[config.mk]
export PLATFORM = sky130hd
export DESIGN_NAME = image_stream_select
export DESIGN_NICKNAME = d
export VERILOG_FILES = /design/src/rtl/isel_pkg.sv /design/src/rtl/isel_tracker.sv /design/src/rtl/isel_flow.sv /design/src/rtl/image_stream_select.sv
export SDC_FILE = /design/constraint.sdc
export NUM_CORES = 1
export LEC_CHECK = 0
export BUFFER_PORTS_ARGS = -buffer_cell sky130_fd_sc_hd__clkbuf_2
export CAP_MARGIN = 20
export CORE_MARGIN = 5
export CORE_UTILIZATION = 59
export DETAILED_ROUTE_END_ITERATION = 8
export PLACE_DENSITY_LB_ADDON = 0.1
export SLEW_MARGIN = 20
export SYNTH_ARGS = -nofsm -noshare
export SYNTH_HDL_FRONTEND = slang
export SYNTH_SLANG_ARGS = --single-unit
[constraint.sdc]
create_clock -name clk -period 4.15 [get_ports clk]
set_clock_uncertainty 0.2 [all_clocks]
set_input_delay 0.415 -clock clk [delete_from_list [all_inputs] [get_ports clk]]
set_output_delay 0.415 -clock clk [all_outputs]
set_load 0.01 [all_outputs]
[src/rtl/isel_pkg.sv]
package isel_pkg;
  // advance a position counter that wraps back to zero at lim
  function automatic int unsigned wrap_next(int unsigned v, int unsigned lim);
    return (v + 1 >= lim) ? 0 : v + 1;
  endfunction

  // true when the offset is the last byte of a chunk
  function automatic logic at_chunk_end(int unsigned off, int unsigned chunk);
    return (off + 1 >= chunk);
  endfunction
endpackage

[src/rtl/isel_tracker.sv]
module isel_tracker #(
  parameter int CHUNK_BYTES = 288,
  parameter int MAX_IMAGES  = 8,
  parameter int CNT_W       = 32,
  localparam int OFF_W      = $clog2(CHUNK_BYTES),
  localparam int IMG_W      = $clog2(MAX_IMAGES + 1)
) (
  input  logic             clk,
  input  logic             rst_n,
  input  logic             start,
  input  logic [IMG_W-1:0] count_d,
  input  logic [IMG_W-1:0] sel_d,
  input  logic             take_byte,
  output logic             wanted,
  output logic [OFF_W-1:0] offs_q,
  output logic [IMG_W-1:0] img_q,
  output logic [IMG_W-1:0] sel_q,
  output logic [CNT_W-1:0] cnt_q
);
  logic [IMG_W-1:0] count_q;
  logic             chunk_end;

  assign chunk_end = isel_pkg::at_chunk_end(32'(offs_q), CHUNK_BYTES);
  assign wanted    = ({1'b0, img_q} + 1'b1) == {1'b0, sel_q};

  always_ff @(posedge clk or negedge rst_n) begin
    if (!rst_n) begin
      offs_q  <= '0;
      img_q   <= '0;
      sel_q   <= '0;
      count_q <= '0;
      cnt_q   <= '0;
    end else if (start) begin
      offs_q  <= '0;
      img_q   <= '0;
      sel_q   <= sel_d;
      count_q <= count_d;
      cnt_q   <= '0;
    end else if (take_byte) begin
      cnt_q  <= cnt_q + 1'b1;
      offs_q <= OFF_W'(isel_pkg::wrap_next(32'(offs_q), CHUNK_BYTES));
      if (chunk_end)
        img_q <= IMG_W'(isel_pkg::wrap_next(32'(img_q), 32'(count_q)));
    end
  end
endmodule

[src/rtl/isel_flow.sv]
module isel_flow (
  input  logic active,
  input  logic in_valid,
  input  logic in_err,
  input  logic wanted,
  input  logic out_ready,
  output logic in_ready,
  output logic out_valid,
  output logic out_err,
  output logic take_byte,
  output logic fwd_byte,
  output logic drop_byte,
  output logic pass_err
);
  logic needs_sink;

  assign needs_sink = in_err | wanted;
  assign pass_err   = active & in_valid & in_err;
  assign fwd_byte   = active & in_valid & ~in_err & wanted;
  assign drop_byte  = active & in_valid & ~in_err & ~wanted;
  assign out_valid  = fwd_byte | pass_err;
  assign out_err    = pass_err;
  assign in_ready   = active & (needs_sink ? out_ready : 1'b1);
  assign take_byte  = in_valid & in_ready & ~in_err;
endmodule

[src/rtl/image_stream_select.sv]
module image_stream_select #(
  parameter int CHUNK_BYTES = 288,
  parameter int MAX_IMAGES  = 8,
  parameter int CNT_W       = 32,
  localparam int OFF_W      = $clog2(CHUNK_BYTES),
  localparam int IMG_W      = $clog2(MAX_IMAGES + 1)
) (
  input  logic             clk,
  input  logic             rst_n,
  input  logic             start,
  input  logic [IMG_W-1:0] cfg_count,
  input  logic [IMG_W-1:0] cfg_sel,
  input  logic             in_valid,
  input  logic [7:0]       in_data,
  input  logic             in_err,
  output logic             in_ready,
  output logic             out_valid,
  output logic [7:0]       out_data,
  output logic             out_err,
  input  logic             out_ready,
  output logic [CNT_W-1:0] consumed_cnt
);
  logic             active_q;
  logic             active;
  logic             wanted;
  logic             take_byte;
  logic             fwd_byte;
  logic             drop_byte;
  logic             pass_err;
  logic [OFF_W-1:0] offs_q;
  logic [IMG_W-1:0] img_q;
  logic [IMG_W-1:0] sel_q;

  always_ff @(posedge clk or negedge rst_n) begin
    if (!rst_n)     active_q <= 1'b0;
    else if (start) active_q <= 1'b1;
  end

  assign active = active_q & ~start;

  isel_tracker #(
    .CHUNK_BYTES(CHUNK_BYTES),
    .MAX_IMAGES (MAX_IMAGES),
    .CNT_W      (CNT_W)
  ) u_track (
    .clk      (clk),
    .rst_n    (rst_n),
    .start    (start),
    .count_d  (cfg_count),
    .sel_d    (cfg_sel),
    .take_byte(take_byte),
    .wanted   (wanted),
    .offs_q   (offs_q),
    .img_q    (img_q),
    .sel_q    (sel_q),
    .cnt_q    (consumed_cnt)
  );

  isel_flow u_flow (
    .active   (active),
    .in_valid (in_valid),
    .in_err   (in_err),
    .wanted   (wanted),
    .out_ready(out_ready),
    .in_ready (in_ready),
    .out_valid(out_valid),
    .out_err  (out_err),
    .take_byte(take_byte),
    .fwd_byte (fwd_byte),
    .drop_byte(drop_byte),
    .pass_err (pass_err)
  );

  assign out_data = in_data;
endmodule

==> results of run 1 <==
-- state kept, by name, indices dropped and copies added (netlist names) --
name / count
active_q: 1
u_track.count_q: 4
u_track.offs_q: 9
u_track.sel_q: 4
u_track.cnt_q: 32
u_track.img_q: 4
-- through the flow --
step           setup WS [ns]  cell area [µm²]  instances  total power [W]
6_report               0.908             3540        446          0.00104
2_1_floorplan           1.49             3200        343         0.000608
5_1_grt                0.739             3540        446          0.00109
4_1_cts                0.886             3540        446          0.00106
3_5_place_dp            1.19             3390        437         0.000629
3_3_place_gp            1.25             3390        437         0.000627
-- final timing paths --
path	end	cells past startpoint	slack [ns]
hold / removal	u_track.count_q[2]	3	0.12
setup reg to reg	u_track.offs_q[3]	8	1.32
max in group asynchronous	u_track.cnt_q[13]	3	2.48
setup / recovery	in_ready	8	0.91
hold reg to reg	active_q	1	0.31
min in group asynchronous	u_track.count_q[0]	2	0.46
-- cells in the final DEF, fill, tap and decap left out, types with 3 or more instances in the layout --
master and n:
sky130_fd_sc_hd__o21ai_0 18, sky130_fd_sc_hd__xnor2_1 4, sky130_fd_sc_hd__nand3_1 18, sky130_fd_sc_hd__or2_2 4
sky130_fd_sc_hd__o21a_1 4, sky130_fd_sc_hd__ha_1 8, sky130_fd_sc_hd__a21oi_1 24, sky130_fd_sc_hd__and2_1 7
sky130_fd_sc_hd__and3_1 8, sky130_fd_sc_hd__nand2_1 24, sky130_fd_sc_hd__o31ai_1 8, sky130_fd_sc_hd__buf_4 3
sky130_fd_sc_hd__nor2_1 22, sky130_fd_sc_hd__clkbuf_8 6, sky130_fd_sc_hd__mux2_2 5, sky130_fd_sc_hd__a32o_1 3
sky130_fd_sc_hd__o2111ai_1 11, sky130_fd_sc_hd__xor2_1 14, sky130_fd_sc_hd__o211ai_1 3, sky130_fd_sc_hd__nand4_1 8
sky130_fd_sc_hd__a21o_1 3, sky130_fd_sc_hd__dfrtp_1 54, sky130_fd_sc_hd__clkbuf_2 48, sky130_fd_sc_hd__or3_1 9
sky130_fd_sc_hd__or4_1 13, sky130_fd_sc_hd__nor3_1 3, sky130_fd_sc_hd__inv_1 12
-- cell type report --
| type | instances | share of cell area (%) |
|---|---|---|
| multi-input combinational | 250 | 46.3 |
| sequential | 54 | 38.2 |
| timing repair buffer | 52 | 7.71 |
| tap | 70 | 2.48 |
| clock buffer | 6 | 2.33 |
| clock inverter | 2 | 1.70 |
| inverter | 12 | 1.27 |
-- logic make-up (layout without fill, tap and decap cells) --
family	count (synthesis)	after routing	synth area share, %
xor+xnor	18	18	4.93
simple gates	126	126	20.9
mux	5	5	1.76
compound gates	93	93	20.6
buf+inv	39	72	6.49
flops	54	54	42.3
fa+ha+maj	8	8	3.13
-- routing by layer --
| metal | global-route usage, % | up-vias | part of all wire, % |
|---|---|---|---|
| met1 | 28.2 | 1297 | 47 |
| met4 | 5.12 | 0 | 0.83 |
| met3 | 4.44 | 5 | 6.3 |
| met2 | 31.6 | 63 | 46 |
| met5 | 0 | - | 0 |
| li1 | - | 1325 | - |
-- critical path, stage by stage, from the launching register on --
cell,delay [ns]
sky130_fd_sc_hd__dfrtp_1,0.47
sky130_fd_sc_hd__ha_1,0.38
sky130_fd_sc_hd__xnor2_1,0.17
sky130_fd_sc_hd__nand2_1,0.06
sky130_fd_sc_hd__or4_1,0.46
sky130_fd_sc_hd__buf_4,0.24
sky130_fd_sc_hd__and2_1,0.18
sky130_fd_sc_hd__o211a_1,0.23
sky130_fd_sc_hd__clkbuf_2,0.13
-- power groups by stage --
| stage | sequential [W] | combinational (W) | clock (W) |
|---|---|---|---|
| final | 0.000543 | 0.0000748 | 0.000427 |
| after global routing | 0.000545 | 0.0000857 | 0.000458 |
| after CTS | 0.000543 | 0.0000764 | 0.000436 |
| after detailed placement | 0.000554 | 0.0000752 | 0 |
| after global placement | 0.000553 | 0.0000735 | 0 |
| after floorplan | 0.000551 | 0.0000569 | 0 |
==> impl_metrics.xml, run 1 <==
<?xml version="1.0" encoding="UTF-8"?>
<metrics>
  <group name="placement">
    <metric name="place.port_buffers" unit="">48</metric>
    <metric name="post-dp-hpwl" unit="µm">4930</metric>
    <metric name="gp_congestion" unit="">0.796</metric>
  </group>
  <group name="power_and_ir_drop">
    <metric name="p_per_area" unit="nW/µm²">295</metric>
    <metric name="switching_share" unit="%">21.6</metric>
    <metric name="p_leak" unit="nW">1.54</metric>
    <metric name="power.ir.vdd_worst" unit="µV">263</metric>
    <metric name="comb_power_share" unit="%">7.2</metric>
    <metric name="total_switching_power" unit="W">0.000226</metric>
    <metric name="internal_power" unit="W">0.000819</metric>
    <metric name="share_clk_of_total_power" unit="%">40.9</metric>
    <metric name="share_seq_of_total_power" unit="%">52.0</metric>
  </group>
  <group name="outcome">
    <metric name="outcome" unit="">completed</metric>
  </group>
  <group name="sta">
    <metric name="setup-tns-final" unit="ns">0</metric>
    <metric name="timing.fmax" unit="MHz">308</metric>
    <metric name="report.final.setup_viol" unit="">0</metric>
    <metric name="hold-worst-slack" unit="ns">0.123</metric>
    <metric name="slew_headroom" unit="%">49.0</metric>
    <metric name="period_share" unit="%">78.1</metric>
    <metric name="worstMarginPinSlew" unit="ns">0.764</metric>
    <metric name="rsz0062_at_grt" unit="">no</metric>
    <metric name="hold_viol_final" unit="">0</metric>
    <metric name="maxSlewViolCount" unit="">0</metric>
    <metric name="min_period" unit="ns">3.24</metric>
  </group>
  <group name="cts">
    <metric name="cts.sinks" unit="">54</metric>
    <metric name="htreeDepth" unit="">2</metric>
    <metric name="worstSkewPairLatency" unit="ns">0.31</metric>
    <metric name="cts_inserted_buffers" unit="">5</metric>
    <metric name="postCtsSetupRepairBufs" unit="">0</metric>
    <metric name="ctsRootBufferMaster" unit="">sky130_fd_sc_hd__clkbuf_8</metric>
    <metric name="clock_tree.buffer_depth" unit="">2</metric>
    <metric name="tritoncts" unit="">yes</metric>
    <metric name="cts.reportedPaths.clkPinSlew" unit="ns">0.10</metric>
    <metric name="cts-resized-gates" unit="">0</metric>
    <metric name="ctsHoldBuffers" unit="">1</metric>
  </group>
  <group name="logic_synthesis">
    <metric name="synth_cells" unit="">343</metric>
    <metric name="synth.yosys.warnings" unit="">0</metric>
    <metric name="number_of_synthesized_register_bits" unit="">54</metric>
    <metric name="synth-seq-area-share" unit="%">42.3</metric>
    <metric name="net_count_of_the_mapped_netlist" unit="">373</metric>
    <metric name="synth_cell_types" unit="">51</metric>
    <metric name="synth.most_common_cell" unit="">sky130_fd_sc_hd__dfrtp_1</metric>
    <metric name="cells_taking_the_most_area_after_synthesis" unit="">sky130_fd_sc_hd__dfrtp_1 (42%), sky130_fd_sc_hd__xor2_1 (3.8%), sky130_fd_sc_hd__a21oi_1 (3.8%)</metric>
    <metric name="synth_flop_cell" unit="">sky130_fd_sc_hd__dfrtp_1</metric>
    <metric name="async_reset_ff_share" unit="%">100</metric>
    <metric name="synthTopCellsByCount" unit="">sky130_fd_sc_hd__dfrtp_1 (54), sky130_fd_sc_hd__a21oi_1 (24), sky130_fd_sc_hd__nand2_1 (24)</metric>
    <metric name="syn-cell-area" unit="µm²">3200</metric>
    <metric name="avgSynthCellArea" unit="µm²">9.32</metric>
    <metric name="synth.largest_area_cell" unit="">sky130_fd_sc_hd__dfrtp_1</metric>
    <metric name="synth.top_cell.area_share" unit="%">42.3</metric>
    <metric name="post_synth_edffs" unit="">0</metric>
  </group>
  <group name="grt">
    <metric name="grt_pass1_vias" unit="">2514</metric>
    <metric name="grt_util_all_layers" unit="%">20.1</metric>
    <metric name="antenna_found_initial" unit="">0</metric>
    <metric name="gr-total-overflow" unit="">0</metric>
    <metric name="wire_length_of_the_first_global_routing_pass" unit="µm">11800</metric>
    <metric name="grt_start_max_net_pins" unit="">53</metric>
  </group>
  <group name="floorplan">
    <metric name="die_height" unit="µm">83.6</metric>
    <metric name="std_cell_rows" unit="">26</metric>
    <metric name="die-area" unit="µm²">6990</metric>
    <metric name="die_width" unit="µm">83.6</metric>
    <metric name="design.portCount" unit="">65</metric>
    <metric name="initial_utilization" unit="%">61.8</metric>
    <metric name="core_area" unit="µm²">5170</metric>
  </group>
  <group name="job">
    <metric name="maxCapViolations" unit="">0</metric>
  </group>
  <group name="routing">
    <metric name="dr.first_iter.drc_count" unit="">191</metric>
    <metric name="drtAntennaViolNets" unit="">0</metric>
    <metric name="routed_wl" unit="µm">6890</metric>
    <metric name="wl_per_cell" unit="µm">15.5</metric>
    <metric name="dr.pass1.iters" unit="">4</metric>
    <metric name="vias_per_cell" unit="">6.03</metric>
    <metric name="detailroute.via_count" unit="">2690</metric>
    <metric name="drcViolationCount" unit="">0</metric>
  </group>
  <group name="finish">
    <metric name="area.growth.synth_to_final" unit="%">10.6</metric>
    <metric name="multi_input_comb_area" unit="µm²">1640</metric>
    <metric name="finish.utilization" unit="%">68.4</metric>
    <metric name="insertedDiodeCount" unit="">0</metric>
    <metric name="finish.net_count" unit="">405</metric>
    <metric name="post_route_cells_drive_above_1_share" unit="%">19.9</metric>
    <metric name="nFillCells" unit="">417</metric>
    <metric name="final-seq-area" unit="µm²">1350</metric>
  </group>
  <group name="critical_path">
    <metric name="crit_path_end_kind" unit="">primary output</metric>
    <metric name="worst_path_required" unit="ns">3.53</metric>
    <metric name="startpoint_type" unit="">flop</metric>
    <metric name="worst-setup-path-type" unit="">flop to primary output</metric>
    <metric name="critPathLaunch" unit="">u_track.img_q[0]</metric>
    <metric name="path_max_fanout" unit="">18</metric>
    <metric name="regToRegStartpoint" unit="">u_track.img_q[0]</metric>
    <metric name="crit_arrival" unit="ns">2.63</metric>
  </group>
  <group name="worst_hold_path">
    <metric name="worst_hold_startpoint" unit="">cfg_count[2]</metric>
    <metric name="min-delay-path-class" unit="">primary input to flop</metric>
  </group>
</metrics>
(Power assumes the default switching activity.)
==> run 2: changes to the inputs <==
--- a/config.mk
+++ b/config.mk
@@ -5,10 +5,11 @@
 export SDC_FILE = /design/constraint.sdc
 export NUM_CORES = 1
 export LEC_CHECK = 0
+export ABC_AREA = 1
 export BUFFER_PORTS_ARGS = -buffer_cell sky130_fd_sc_hd__clkbuf_2
 export CAP_MARGIN = 20
 export CORE_MARGIN = 5
-export CORE_UTILIZATION = 59
+export CORE_UTILIZATION = 51
 export DETAILED_ROUTE_END_ITERATION = 8
 export PLACE_DENSITY_LB_ADDON = 0.1
 export SLEW_MARGIN = 20
==> constraint.sdc (replaced) <==
create_clock -name clk -period 2.6 [get_ports clk]
set_clock_uncertainty 0.2 [all_clocks]
set_input_delay 0.26 -clock clk [delete_from_list [all_inputs] [get_ports clk]]
set_output_delay 0.26 -clock clk [all_outputs]
set_load 0.01 [all_outputs]
==> impl_metrics.xml, run 2 <==
<?xml version="1.0" encoding="UTF-8"?>
<metrics>
  <group name="outcome">
    <metric name="outcome" unit="">completed</metric>
  </group>
  <group name="cts">
    <metric name="cts.sinks" unit="">54</metric>
    <metric name="tritoncts" unit="">yes</metric>
    <metric name="ctsRootBufferMaster" unit="">sky130_fd_sc_hd__clkbuf_8</metric>
    <metric name="clock_tree.buffer_depth" unit="">2</metric>
    <metric name="htreeDepth" unit="">2</metric>
    <metric name="cts.reportedPaths.clkPinSlew" unit="ns">0.10</metric>
    <metric name="worstSkewPairLatency" unit="ns">0.31</metric>
    <metric name="cts_inserted_buffers" unit="">5</metric>
  </group>
  <group name="sta">
    <metric name="timing.fmax" unit="MHz">422</metric>
    <metric name="slew_headroom" unit="%">59.6</metric>
    <metric name="worstMarginPinSlew" unit="ns">0.604</metric>
    <metric name="min_period" unit="ns">2.37</metric>
    <metric name="rsz0062_at_grt" unit="">no</metric>
    <metric name="setup-tns-final" unit="ns">0</metric>
    <metric name="period_share" unit="%">91.2</metric>
    <metric name="report.final.setup_viol" unit="">0</metric>
    <metric name="maxSlewViolCount" unit="">0</metric>
    <metric name="hold_viol_final" unit="">0</metric>
  </group>
  <group name="finish">
    <metric name="largest_reg_flops" unit="">32</metric>
    <metric name="largestRegisters" unit="">u_track.cnt_q: 32 flops, u_track.offs_q: 9 flops</metric>
    <metric name="final-seq-area" unit="µm²">1350</metric>
    <metric name="layout.cells.non_filler" unit="">677</metric>
    <metric name="multi_input_comb_area" unit="µm²">1970</metric>
    <metric name="insertedDiodeCount" unit="">0</metric>
    <metric name="mostFrequentLayoutCells" unit="">sky130_fd_sc_hd__nand2_1 (157), sky130_fd_sc_hd__nand3_1 (64), sky130_fd_sc_hd__nor2_1 (63)</metric>
    <metric name="area.growth.synth_to_final" unit="%">12.5</metric>
    <metric name="post_route_cells_drive_above_1_share" unit="%">14.5</metric>
    <metric name="largest_register" unit="">u_track.cnt_q</metric>
    <metric name="finish.utilization" unit="%">58.2</metric>
    <metric name="nFillCells" unit="">716</metric>
    <metric name="finish.net_count" unit="">607</metric>
    <metric name="final_common_cell" unit="">sky130_fd_sc_hd__nand2_1</metric>
  </group>
  <group name="logic_synthesis">
    <metric name="synth-seq-area-share" unit="%">36.6</metric>
    <metric name="synth.largest_area_cell" unit="">sky130_fd_sc_hd__dfrtp_1</metric>
    <metric name="synthTopCellsByCount" unit="">sky130_fd_sc_hd__nand2_1 (157), sky130_fd_sc_hd__nand3_1 (64), sky130_fd_sc_hd__nor2_1 (63)</metric>
    <metric name="async_reset_ff_share" unit="%">100</metric>
    <metric name="net_count_of_the_mapped_netlist" unit="">559</metric>
    <metric name="avgSynthCellArea" unit="µm²">6.98</metric>
    <metric name="synth.most_common_cell" unit="">sky130_fd_sc_hd__nand2_1</metric>
    <metric name="synth.yosys.warnings" unit="">0</metric>
    <metric name="syn-cell-area" unit="µm²">3690</metric>
    <metric name="synth.top_cell.area_share" unit="%">36.6</metric>
    <metric name="synth_cells" unit="">529</metric>
    <metric name="cells_taking_the_most_area_after_synthesis" unit="">sky130_fd_sc_hd__dfrtp_1 (37%), sky130_fd_sc_hd__nand2_1 (16%), sky130_fd_sc_hd__nand3_1 (8.7%)</metric>
    <metric name="synth_cell_types" unit="">27</metric>
    <metric name="number_of_synthesized_register_bits" unit="">54</metric>
    <metric name="synth_flop_cell" unit="">sky130_fd_sc_hd__dfrtp_1</metric>
    <metric name="post_synth_edffs" unit="">0</metric>
  </group>
  <group name="floorplan">
    <metric name="die_height" unit="µm">95.1</metric>
    <metric name="initial_utilization" unit="%">51.8</metric>
    <metric name="die_width" unit="µm">95.1</metric>
    <metric name="core_area" unit="µm²">7140</metric>
    <metric name="design.portCount" unit="">65</metric>
    <metric name="std_cell_rows" unit="">31</metric>
    <metric name="die-area" unit="µm²">9050</metric>
  </group>
  <group name="routing">
    <metric name="detailroute.via_count" unit="">3524</metric>
    <metric name="wl_per_cell" unit="µm">13.7</metric>
    <metric name="dr.pass1.iters" unit="">4</metric>
    <metric name="vias_per_cell" unit="">5.21</metric>
    <metric name="dr.first_iter.drc_count" unit="">178</metric>
    <metric name="drtAntennaViolNets" unit="">0</metric>
    <metric name="routed_wl" unit="µm">9250</metric>
    <metric name="drcViolationCount" unit="">0</metric>
  </group>
  <group name="power_and_ir_drop">
    <metric name="p_per_area" unit="nW/µm²">425</metric>
    <metric name="power.ir.vdd_worst" unit="µV">203</metric>
    <metric name="p_leak" unit="nW">2.11</metric>
    <metric name="p_total" unit="W">0.00177</metric>
  </group>
  <group name="placement">
    <metric name="gp_congestion" unit="">0.976</metric>
    <metric name="total_placed_cells_including_tap_cells" unit="">660</metric>
    <metric name="place.port_buffers" unit="">48</metric>
    <metric name="post-dp-hpwl" unit="µm">6780</metric>
  </group>
  <group name="critical_path">
    <metric name="crit_path_end_kind" unit="">flop</metric>
    <metric name="critical_path.cell_chain" unit="">ha_1 &gt; xnor2_1 &gt; nand3_1 &gt; nor2_1 &gt; nand2_2 &gt; nand2_4 &gt; nand2_4 &gt; nand2_4 &gt; buf_4 &gt; nor2_1 &gt; nand2_1 &gt; o21ai_2</metric>
    <metric name="critical_path.max_stage_delay" unit="ns">0.43</metric>
    <metric name="cell_class_contributing_the_biggest_share_of_worst_path_delay" unit="">simple AND/OR/NAND/NOR gates</metric>
    <metric name="path_max_fanout" unit="">31</metric>
    <metric name="critical_path_depth" unit="">12</metric>
    <metric name="critical_path_buf_inv_count" unit="">1</metric>
    <metric name="startpoint_type" unit="">flop</metric>
    <metric name="crit_arrival" unit="ns">2.37</metric>
    <metric name="crit_path_top_delay_cell" unit="">sky130_fd_sc_hd__dfrtp_1</metric>
    <metric name="worst-setup-path-type" unit="">flop to flop</metric>
    <metric name="critical_path.most_common_cell" unit="">sky130_fd_sc_hd__nand2_4</metric>
    <metric name="worst_path_required" unit="ns">2.60</metric>
    <metric name="reg2regPathDepth" unit="">12</metric>
  </group>
  <group name="grt">
    <metric name="grt_util_all_layers" unit="%">21.1</metric>
    <metric name="globalRouteMet3Util" unit="%">3.31</metric>
    <metric name="wire_length_of_the_first_global_routing_pass" unit="µm">15300</metric>
    <metric name="antenna_found_initial" unit="">0</metric>
    <metric name="grt_start_max_net_pins" unit="">52</metric>
    <metric name="global_route.peak_usage_layer" unit="">met2</metric>
    <metric name="grtUsageMet1" unit="%">26.5</metric>
    <metric name="met2_usage" unit="%">37.4</metric>
    <metric name="gr-total-overflow" unit="">0</metric>
    <metric name="grt_pass1_vias" unit="">3353</metric>
  </group>
  <group name="job">
    <metric name="maxCapViolations" unit="">0</metric>
  </group>
  <group name="worst_hold_path">
    <metric name="holdPathStages" unit="">4</metric>
    <metric name="min-delay-path-class" unit="">primary input to flop</metric>
  </group>
</metrics>
run 2: cell types whose count changed in the layout (fill, tap and decap cells not counted), sizes merged, moves of 7 or more:
cell | previous run | this run
nand2 | 24 | 165
inv | 12 | 59
nand3 | 18 | 64
nor2 | 24 | 63
a21oi | 25 | 4
nor3 | 3 | 20
o2111ai | 13 | 0
or4 | 13 | 0
nand4 | 8 | 19
or3 | 9 | 0
and3 | 8 | 0
dlygate4sd3 | 1 | 9
o31ai | 8 | 0
and2 | 7 | 0
run 2: per-layer routing:
| layer | vias to the layer above | wire [µm] |
|---|---|---|
| met1 | 1644 | 4060 |
| met5 | - | 0 |
| met4 | 0 | 167 |
| li1 | 1778 | - |
| met2 | 87 | 4570 |
| met3 | 15 | 447 |
run 2: power by group:
part,leakage (nW),internal (W),total (W),switching (W)
clock,0.0524,0.000289,0.000570,0.000281
sequential,0.734,0.000872,0.000906,0.0000339
combinational,1.33,0.000110,0.000290,0.000180
total,2.11,0.00127,0.00177,0.000495
run 2: worst paths after layout:
kind                                          from                 end  slack (ns)
worst min-delay path                         start  u_track.count_q[0]        0.25
worst min register to register  u_track.count_q[0]  u_track.count_q[0]        0.29
worst max-delay path              u_track.img_q[1]   u_track.offs_q[5]        0.23
worst max register to register    u_track.img_q[1]   u_track.offs_q[5]        0.23
max in group asynchronous                    rst_n   u_track.cnt_q[23]        1.62
min in group asynchronous                    rst_n    u_track.sel_q[3]        0.28
run 2: stage by stage:
step	hold WS [ns]	cell area [µm²]	worst slack, ns
6_report	0.245	4160	0.228
5_1_grt	0.272	4160	0.0322
4_1_cts	0.250	4150	0.202
3_5_place_dp	0.0909	3950	0.232
3_3_place_gp	0.0908	3950	0.299
2_1_floorplan	-0.236	3690	0.531
run 2: cell type report:
type                    count  share of cell area [%]
multi-input cells         393                    47.4
clock buffers               7                    1.84
inverters                  59                    5.33
repair buffers             64                    9.21
flip-flops and latches     54                    32.5
clock inverters             1                   0.722
well taps                  99                    2.98
run 2: logic make-up after synthesis:
group	count (synthesis)	share of synthesized area [%]
adder cells (fa/ha/maj)	8	2.71
flip-flops	54	36.6
AO/OA/AOI/OAI	31	6.16
XOR/XNOR	22	5.21
AND/OR/NAND/NOR	332	39.0
buffers and inverters	82	10.3
run 2: repair_timing:
item | CTS | global route
hold endpoints to repair | 62 | 0
gates resized for setup | 0 | 1
hold buffers | 9 | 0
buffers inserted | 0 | 0
endpoints found under the setup margin | 0 | 4
run 2: worst reg2reg max path, delay by kind of cell (launching register included):
family	cells	cell delay (ns)
AND/OR/NAND/NOR	8	0.72
flip-flops	1	0.43
adder cells (fa/ha/maj)	1	0.34
buffers and inverters	1	0.33
XOR/XNOR	1	0.18
AO/OA/AOI/OAI	1	0.05
==> run 3: changes to the inputs <==
--- a/config.mk
+++ b/config.mk
@@ -12,6 +12,7 @@
 export CORE_UTILIZATION = 51
 export DETAILED_ROUTE_END_ITERATION = 8
 export PLACE_DENSITY_LB_ADDON = 0.1
+export REMOVE_ABC_BUFFERS = 1
 export SLEW_MARGIN = 20
 export SYNTH_ARGS = -nofsm -noshare
 export SYNTH_HDL_FRONTEND = slang
==> impl_metrics.xml, run 3 (synthesized netlist as in run 2, its figures left out) <==
<?xml version="1.0" encoding="UTF-8"?>
<metrics>
  <group name="floorplan">
    <metric name="die_height" unit="µm">95.1</metric>
    <metric name="initial_utilization" unit="%">51.8</metric>
    <metric name="die-area" unit="µm²">9050</metric>
    <metric name="die_width" unit="µm">95.1</metric>
    <metric name="core_area" unit="µm²">7140</metric>
    <metric name="std_cell_rows" unit="">31</metric>
    <metric name="design.portCount" unit="">65</metric>
  </group>
  <group name="sta">
    <metric name="period_share" unit="%">93.1</metric>
    <metric name="hold_viol_final" unit="">0</metric>
    <metric name="slew_headroom" unit="%">56.0</metric>
    <metric name="report.final.setup_viol" unit="">0</metric>
    <metric name="setup-tns-final" unit="ns">0</metric>
    <metric name="maxSlewViolCount" unit="">0</metric>
    <metric name="timing.fmax" unit="MHz">413</metric>
    <metric name="rsz0062_at_grt" unit="">no</metric>
    <metric name="min_period" unit="ns">2.42</metric>
    <metric name="worstMarginPinSlew" unit="ns">0.661</metric>
  </group>
  <group name="cts">
    <metric name="worstSkewPairLatency" unit="ns">0.32</metric>
    <metric name="cts_inserted_buffers" unit="">5</metric>
    <metric name="cts.sinks" unit="">54</metric>
    <metric name="tritoncts" unit="">yes</metric>
    <metric name="cts.reportedPaths.clkPinSlew" unit="ns">0.11</metric>
    <metric name="postCtsSetupRepairBufs" unit="">0</metric>
    <metric name="htreeDepth" unit="">2</metric>
    <metric name="clock_tree.buffer_depth" unit="">2</metric>
    <metric name="ctsRootBufferMaster" unit="">sky130_fd_sc_hd__clkbuf_8</metric>
  </group>
  <group name="finish">
    <metric name="nFillCells" unit="">747</metric>
    <metric name="post_route_cells_drive_above_1_share" unit="%">14.4</metric>
    <metric name="multi_input_comb_area" unit="µm²">1970</metric>
    <metric name="largestRegisters" unit="">u_track.cnt_q: 32 flops, u_track.offs_q: 9 flops</metric>
    <metric name="largest_register" unit="">u_track.cnt_q</metric>
    <metric name="final_common_cell" unit="">sky130_fd_sc_hd__nand2_1</metric>
    <metric name="mostFrequentLayoutCells" unit="">sky130_fd_sc_hd__nand2_1 (157), sky130_fd_sc_hd__nand3_1 (64), sky130_fd_sc_hd__nor2_1 (63)</metric>
    <metric name="finish.net_count" unit="">605</metric>
    <metric name="area.growth.synth_to_final" unit="%">12.5</metric>
    <metric name="final-seq-area" unit="µm²">1350</metric>
    <metric name="insertedDiodeCount" unit="">0</metric>
    <metric name="finish.utilization" unit="%">58.3</metric>
    <metric name="largest_reg_flops" unit="">32</metric>
  </group>
  <group name="power_and_ir_drop">
    <metric name="total_switching_power" unit="W">0.000513</metric>
    <metric name="power.ir.vdd_worst" unit="µV">228</metric>
    <metric name="switching_share" unit="%">28.7</metric>
    <metric name="internal_power" unit="W">0.00127</metric>
    <metric name="share_clk_of_total_power" unit="%">32.7</metric>
    <metric name="p_per_area" unit="nW/µm²">429</metric>
    <metric name="share_seq_of_total_power" unit="%">50.8</metric>
    <metric name="comb_power_share" unit="%">16.5</metric>
    <metric name="p_leak" unit="nW">2.11</metric>
  </group>
  <group name="grt">
    <metric name="wire_length_of_the_first_global_routing_pass" unit="µm">16500</metric>
    <metric name="antenna_found_initial" unit="">0</metric>
    <metric name="grt_pass1_vias" unit="">3462</metric>
    <metric name="grt_util_all_layers" unit="%">23.1</metric>
    <metric name="gr-total-overflow" unit="">0</metric>
    <metric name="grt_start_max_net_pins" unit="">52</metric>
  </group>
  <group name="critical_path">
    <metric name="startpoint_type" unit="">flop</metric>
    <metric name="worst_path_required" unit="ns">2.66</metric>
    <metric name="reg2reg_setup_slack" unit="ns">0.18</metric>
    <metric name="critical_path.max_stage_delay" unit="ns">0.44</metric>
    <metric name="critical_path.cell_chain" unit="">ha_1 &gt; xnor2_1 &gt; nand3_1 &gt; nor2_1 &gt; nand2_2 &gt; nand2_4 &gt; nand2_4 &gt; nand2_4 &gt; nand2_8 &gt; nand2_1 &gt; nand2_1 &gt; nand2_1</metric>
    <metric name="crit_path_end_kind" unit="">flop</metric>
    <metric name="path_max_fanout" unit="">36</metric>
    <metric name="worst-setup-path-type" unit="">flop to flop</metric>
    <metric name="crit_path_top_delay_cell" unit="">sky130_fd_sc_hd__dfrtp_1</metric>
    <metric name="crit_arrival" unit="ns">2.48</metric>
  </group>
  <group name="routing">
    <metric name="detailroute.via_count" unit="">3528</metric>
    <metric name="drtAntennaViolNets" unit="">0</metric>
    <metric name="dr.pass1.iters" unit="">4</metric>
    <metric name="drcViolationCount" unit="">0</metric>
    <metric name="wl_per_cell" unit="µm">14.2</metric>
    <metric name="dr.first_iter.drc_count" unit="">188</metric>
    <metric name="routed_wl" unit="µm">9600</metric>
    <metric name="vias_per_cell" unit="">5.23</metric>
  </group>
  <group name="placement">
    <metric name="place.port_buffers" unit="">48</metric>
    <metric name="post-dp-hpwl" unit="µm">6920</metric>
    <metric name="gp_congestion" unit="">0.894</metric>
  </group>
  <group name="job">
    <metric name="maxCapViolations" unit="">0</metric>
  </group>
  <group name="outcome">
    <metric name="outcome" unit="">completed</metric>
  </group>
  <group name="worst_hold_path">
    <metric name="min-delay-path-class" unit="">primary input to flop</metric>
  </group>
</metrics>
==> run 3: power by group through the flow <==
stage / Clock, W / Combinational (W) / Sequential [W]
CTS: 0.000600 / 0.000298 / 0.000906
global route: 0.000641 / 0.000337 / 0.000911
detailed placement: 0 / 0.000284 / 0.000921
floorplan: 0 / 0.000174 / 0.000925
finish: 0.000583 / 0.000295 / 0.000906
global placement: 0 / 0.000279 / 0.000921
==> run 3: worst paths after layout <==
path | end | cells past startpoint | startpoint
max in group asynchronous | u_track.cnt_q[27] | 3 | rst_n
max | u_track.img_q[3] | 12 | u_track.img_q[1]
max reg2reg | u_track.img_q[3] | 12 | u_track.img_q[1]
min in group asynchronous | u_track.count_q[1] | 2 | rst_n
min | u_track.sel_q[1] | 4 | start
min reg2reg | u_track.count_q[0] | 2 | u_track.count_q[0]
==> run 3: metal layers <==
metal | routed length [µm] | part of all wire (%) | track usage [%]
met5 | 0 | 0 | 0
met4 | 179 | 1.9 | 7.33
met3 | 336 | 3.5 | 3.79
met2 | 4850 | 51 | 40.3
met1 | 4230 | 44 | 29.0
==> run 3: layout make-up <==
cell class                 instances  area share, %
clock buffer                       6           1.75
sequential                        54           32.5
timing repair buffer              62           9.15
inverter                          59           5.33
clock inverter                     2          0.903
tap                               99           2.98
multi-input combinational        393           47.4
==> run 3: per-stage QoR <==
step	instance area, µm²	setup slack [ns]	cells	power (W)	hold slack, ns
global route	4160	0.00805	675	0.00189	0.275
detailed placement	3950	0.101	658	0.00121	0.123
finish	4160	0.179	675	0.00178	0.261
floorplan	3530	0.238	506	0.00110	-0.236
CTS	4150	0.0568	675	0.00180	0.260
global placement	3950	0.164	658	0.00120	0.127
==> run 3: critical path, delay by kind of cell (launching register included) <==
family                     cells  cell delay, ns
xor gates and xnor gates       1            0.17
adders and majority gates      1            0.34
DFF                            1            0.44
and+or+nand+nor               10            1.21
==> run 3: repair_timing <==
action	in CTS	in global routing
hold buffers	9	0
resized for setup	0	1
endpoints found under the hold margin	32	0
endpoints found under the setup margin	0	12
